--- src/rtl/bbpd_pkg.sv ---
package bbpd_pkg;

    // Three samples of one lane, aligned to the rising edge
    typedef struct packed {
        logic old_bit;   // centre sample one cycle back
        logic edge_bit;  // boundary sample between old and new
        logic new_bit;   // most recent centre sample
    } bbpd_trio_t;

    // Judgement of one trio
    typedef enum logic [1:0] {
        VD_NONE  = 2'b00,
        VD_LATE  = 2'b01,
        VD_EARLY = 2'b10
    } bbpd_verdict_t;

    // Pump state; bit 0 drives up, bit 1 drives dn
    typedef enum logic [1:0] {
        ST_HOLD    = 2'b00,
        ST_PUMP_UP = 2'b01,
        ST_PUMP_DN = 2'b10
    } bbpd_pump_t;

endpackage

--- src/rtl/bbpd_sampler.sv ---
module bbpd_sampler
    import bbpd_pkg::*;
(
    input  logic       clk,
    input  logic       rst_n,
    input  logic       din,
    output bbpd_trio_t trio
);

    logic ctr_q;      // centre sample, rising edge
    logic bnd_q;      // boundary sample, falling edge
    logic ctr_old_q;  // centre sample delayed one cycle
    logic bnd_rt_q;   // boundary sample moved onto the rising edge

    always_ff @(posedge clk or negedge rst_n) begin
        if (!rst_n) begin
            ctr_q     <= 1'b0;
            ctr_old_q <= 1'b0;
            bnd_rt_q  <= 1'b0;
        end else begin
            ctr_q     <= din;
            ctr_old_q <= ctr_q;
            bnd_rt_q  <= bnd_q;
        end
    end

    always_ff @(negedge clk or negedge rst_n) begin
        if (!rst_n) begin
            bnd_q <= 1'b0;
        end else begin
            bnd_q <= din;
        end
    end

    always_comb begin
        trio.old_bit  = ctr_old_q;
        trio.edge_bit = bnd_rt_q;
        trio.new_bit  = ctr_q;
    end

endmodule

--- src/rtl/bbpd_judge.sv ---
module bbpd_judge
    import bbpd_pkg::*;
(
    input  bbpd_trio_t    trio,
    output bbpd_verdict_t verdict
);

    always_comb begin
        if (trio.old_bit == trio.new_bit) begin
            verdict = VD_NONE;           // no transition, no information
        end else if (trio.edge_bit == trio.new_bit) begin
            verdict = VD_LATE;           // boundary already shows new bit
        end else begin
            verdict = VD_EARLY;          // boundary still shows old bit
        end
    end

endmodule

--- src/rtl/bbpd_pump_fsm.sv ---
module bbpd_pump_fsm
    import bbpd_pkg::*;
(
    input  logic          clk,
    input  logic          rst_n,
    input  bbpd_verdict_t verdict,
    output logic          up,
    output logic          dn
);

    bbpd_pump_t state_q;
    bbpd_pump_t state_d;

    always_comb begin
        case (verdict)
            VD_LATE:  state_d = ST_PUMP_UP;
            VD_EARLY: state_d = ST_PUMP_DN;
            default:  state_d = ST_HOLD;
        endcase
    end

    always_ff @(posedge clk or negedge rst_n) begin
        if (!rst_n) begin
            state_q <= ST_HOLD;
        end else begin
            state_q <= state_d;
        end
    end

    always_comb begin
        up = 1'b0;
        dn = 1'b0;
        case (state_q)
            ST_PUMP_UP: up = 1'b1;
            ST_PUMP_DN: dn = 1'b1;
            default: begin
                up = 1'b0;
                dn = 1'b0;
            end
        endcase
    end

endmodule

--- src/rtl/bbpd_early_late.sv ---
module bbpd_early_late
    import bbpd_pkg::*;
#(
    parameter int LANES = 1
) (
    input  logic             clk,
    input  logic             rst_n,
    input  logic [LANES-1:0] din,
    output logic [LANES-1:0] up,
    output logic [LANES-1:0] dn,
    output logic [LANES-1:0] dout
);

    for (genvar g = 0; g < LANES; g++) begin : g_lane
        bbpd_trio_t    trio;
        bbpd_verdict_t verdict;

        bbpd_sampler u_smp (
            .clk   (clk),
            .rst_n (rst_n),
            .din   (din[g]),
            .trio  (trio)
        );

        bbpd_judge u_jdg (
            .trio    (trio),
            .verdict (verdict)
        );

        bbpd_pump_fsm u_pump (
            .clk     (clk),
            .rst_n   (rst_n),
            .verdict (verdict),
            .up      (up[g]),
            .dn      (dn[g])
        );

        assign dout[g] = trio.new_bit;
    end

endmodule

--- config.mk ---
export PLATFORM = sky130hd
export DESIGN_NAME = bbpd_early_late
export DESIGN_NICKNAME = d
export VERILOG_FILES = /design/src/rtl/bbpd_pkg.sv /design/src/rtl/bbpd_sampler.sv /design/src/rtl/bbpd_judge.sv /design/src/rtl/bbpd_pump_fsm.sv /design/src/rtl/bbpd_early_late.sv
export SDC_FILE = /design/constraint.sdc
export NUM_CORES = 1
export LEC_CHECK = 0
export BUFFER_PORTS_ARGS = -buffer_cell sky130_fd_sc_hd__buf_2
export CAP_MARGIN = 20
export CORE_AREA = 2 2 39 41
export CTS_CLUSTER_DIAMETER = 60
export CTS_CLUSTER_SIZE = 24
export DETAILED_ROUTE_END_ITERATION = 8
export DIE_AREA = 0 0 41 43
export MAX_ROUTING_LAYER = met4
export PLACE_DENSITY_LB_ADDON = 0.08
export RECOVER_POWER = 25
export SYNTH_ARGS = -nofsm -noshare
export SYNTH_HDL_FRONTEND = slang
export SYNTH_SLANG_ARGS = --single-unit
--- constraint.sdc ---
create_clock -name clk -period 1.1 [get_ports clk]
set_clock_uncertainty 0.1 [all_clocks]
set_input_delay 0.22 -clock clk [delete_from_list [all_inputs] [get_ports clk]]
set_output_delay 0.22 -clock clk [all_outputs]
set_load 0.02 [all_outputs]
* Yosys cells after proc, flatten, opt, wreduce, memory -nomap -nowiden *
Index checks and enable logic that the tools add are counted.

word-level totals
  output and inout bits = 3
  bits in registers = 6
  logic and storage cells = 16
  input port bits = 3

cells by class
  eq/ne operators = 6
  mux-type cells = 5

operators by type and width
  operator              count
  $eq A2 B1 Y1 const B  2
  $eq A2 B2 Y1 const B  2
  $mux W2               2
  $pmux W2 S2           1
  $eq A1 B1 Y1          2
  $mux W1               2

* Longest topological paths before layout *
  depth after elaboration = 5
  mapped depth = 2
  mapped depth without buffers = 2

* Cells and area by module *
From an unflattened synthesis, not the netlist that was laid out.

second synthesis, totals
  cells, all modules = 17
  area, all modules = 241.5 sq um

by module, submodules not included
  module         seq. area each (sq um)  times used  cells each  area each (sq um)
  bbpd_sampler   100.1                   1           7           122.6
  bbpd_pump_fsm  50.0                    1           6           85.1
  bbpd_judge     0.0                     1           4           33.8

==> results by group <==
Run status
  – Status: finished with violations
  – Failing checks: negative setup slack

CTS
  – Clk_lat worst skew: between 0.2 and 0.3 ns
  – CTS root buf: clkbuf_4
  – CTS H-Tree Depth: 1
  – Clock Tree Buf Depth: 2
  – Cts bufs inserted: 3
  – CTS tree: built
  – Clock-pin transition on the worst setup and hold timing paths: 0.05 ns
  – Clk sinks: 6

Global routing
  – Global-route wire length before repair: approximately 570 um
  – Largest net degree at the start of global routing: 7
  – Antenna violations before repair: 0
  – GRT overflow: 0
  – All-Layer GR Usage: under 10%
  – Vias in the first global route: about 160

Run
  – Max capacitance violation total: 0

Die
  – Die width: 41 um
  – Initial Utilization: around 14%
  – Rows: 14
  – Core Box Area: ~1400 um2
  – Io pins: 6
  – Die area: between 1500 and 2000 um2
  – Vert. Die Dim: approximately 43 um

Critical path
  – Crit. End Element: primary output
  – CP startpoint kind: flop
  – Critical path class: reg -> out
  – Worst path required time: between 0.7 and 0.8 ns
  – Arr. time, crit path: ~0.9 ns
  – Maximum fanout along the worst path: 2

STA
  – Max Transition Viols Final: 0
  – Final setup TNS: -0.308 ns
  – Fin worst setup slack: -0.118 ns
  – Worst-margin pin slew: between 0.3 and 0.4 ns
  – Fmax achieved: 0.821 GHz
  – Worst slew margin: roughly four fifths
  – Fin Hold WS: roughly 0.27 ns
  – Period utilisation layout: 111%
  – Setup violations, final: 3
  – Fin. Hold Viols: 0
  – Unrepaired setup endpoints after global routing: true
  – Final Critical Period: 1.22 ns

Pwr
  – Leakage: about 0.00015 uW
  – Power Density: 1690 nW/um2
  – Peak supply drop: approximately 0.00054 V

Layout
  – Ant diodes: 0
  – Fin util: between 20% and 30%
  – Commonest non-fill, non-tap cell in the layout: dfrtp_1
  – Layout cells sized above 1: between 30% and 40%
  – Nets@finish: 28
  – Synthesis-to-finish area growth: 55.4%
  – Area of the multi-input gates: ~46 um2
  – Register area: about 150 um2
  – Most frequent cells in the layout: dfrtp_1 (5), clkbuf_4 (3), buf_4 (3)
  – Fillers: around 150

Synth
  – Syn nets: 15
  – Syn avg cell area: around 16 um2
  – Synth warnings: 0
  – Cell Area, Synth: around 200 um2
  – Post-Syn Instances: 12
  – Sequential area share after synthesis: 76.4%
  – Synth Register Bits: 6
  – Netlist cell types: 6

Route
  – Vias post-DR: 135
  – Drt first pass iters: 1
  – Drt drc: 0
  – WL/cell: 8.15 um
  – Drt initial violations: 0
  – Vias per Instance: between 3 and 4
  – Antenna Nets Post-Route: 0
  – Post-Route WL: roughly 330 um

Placement
  – GP Congestion: 0.530
  – # port buffers: 5

Hold path
  – Worst min path class: in -> async
repair_timing:
item | CTS | global route
resized for setup | 2 | 2
gates cloned | 0 | 0
buffers inserted | 1 | 0
hold buffers | 2 | 0
endpoints found under the hold margin | 6 | 0
setup endpoints to repair | 3 | 4
flip-flops by register name, summed over array words and instances (netlist names):
register,flops
g_lane.u_pump.state_q,2
g_lane.u_smp.bnd_q,1
g_lane.u_smp.bnd_rt_q,1
g_lane.u_smp.ctr_old_q,1
g_lane.u_smp.ctr_q,1
final cells by class:
type | instances | area share [%]
Sequential cell | 6 | 49.2
Clock buffer | 4 | 8.61
Multi-Input combinational cell | 6 | 15.2
Timing Repair Buffer | 8 | 20.5
Tap cell | 16 | 6.56
synth_stat cells:
cell / instances / area share (%)
mux2i_1: 2 / 10
dfrtn_1: 1 / 13
or2b_1: 1 / 3.8
dfrtp_1: 5 / 64
nor2b_1: 2 / 6.4
nand2b_1: 1 / 3.2
metal layers:
layer | part of all wire (%) | global-route usage, % | wire (um)
met2 | 52 | 7.19 | 171
met1 | 33 | 4.61 | 109
met5 | 0 | - | 0
met3 | 14 | 6.28 | 45
met4 | 0 | 6.00 | 0
logic make-up (layout without fill, tap and decap cells):
logic type	Yosys count	count (layout)	share of synthesized area, %
buffers and inverters	0	12	0
DFF	6	6	76.4
muxes	2	2	10.2
and+or+nand+nor	4	4	13.4
critical path, stage by stage (launching register included):
cell	delay, ns
dfrtp_1	0.37
nor2b_1	0.13
buf_4	0.15
final timing paths:
check                                                    to  cells after the start  slack, ns                        start
worst min-delay path            g_lane[0].u_pump.state_q[0]                      2       0.27                        rst_n
worst max register to register     g_lane[0].u_smp.bnd_rt_q                      0       0.01        g_lane[0].u_smp.bnd_q
worst min register to register  g_lane[0].u_pump.state_q[1]                      1       0.39     g_lane[0].u_smp.bnd_rt_q
max in group asynchronous             g_lane[0].u_smp.bnd_q                      2      -0.08                        rst_n
worst max-delay path                                     dn                      2      -0.12  g_lane[0].u_pump.state_q[1]
min in group clk                g_lane[0].u_pump.state_q[1]                      1       0.39     g_lane[0].u_smp.bnd_rt_q
report_power, final:
part / switching (uW) / internal (uW) / leakage, uW / total, uW
logic: 22.5 / 26.3 / 0.0000585 / 48.8
registers: 6.45 / 234 / 0.0000724 / 241
clock network: 88.5 / 138 / 0.0000150 / 226
total: 117 / 399 / 0.000146 / 516
metrics by stage:
step,worst slack (ns),instances,area (um2),total power (uW)
2_1_floorplan,0.0281,12,196,263
3_3_place_gp,-0.0315,33,241,280
3_5_place_dp,-0.0305,33,241,280
4_1_cts,-0.122,40,302,522
5_1_grt,-0.160,40,305,551
6_report,-0.118,40,305,516
Power figures use the tool's default switching activity.
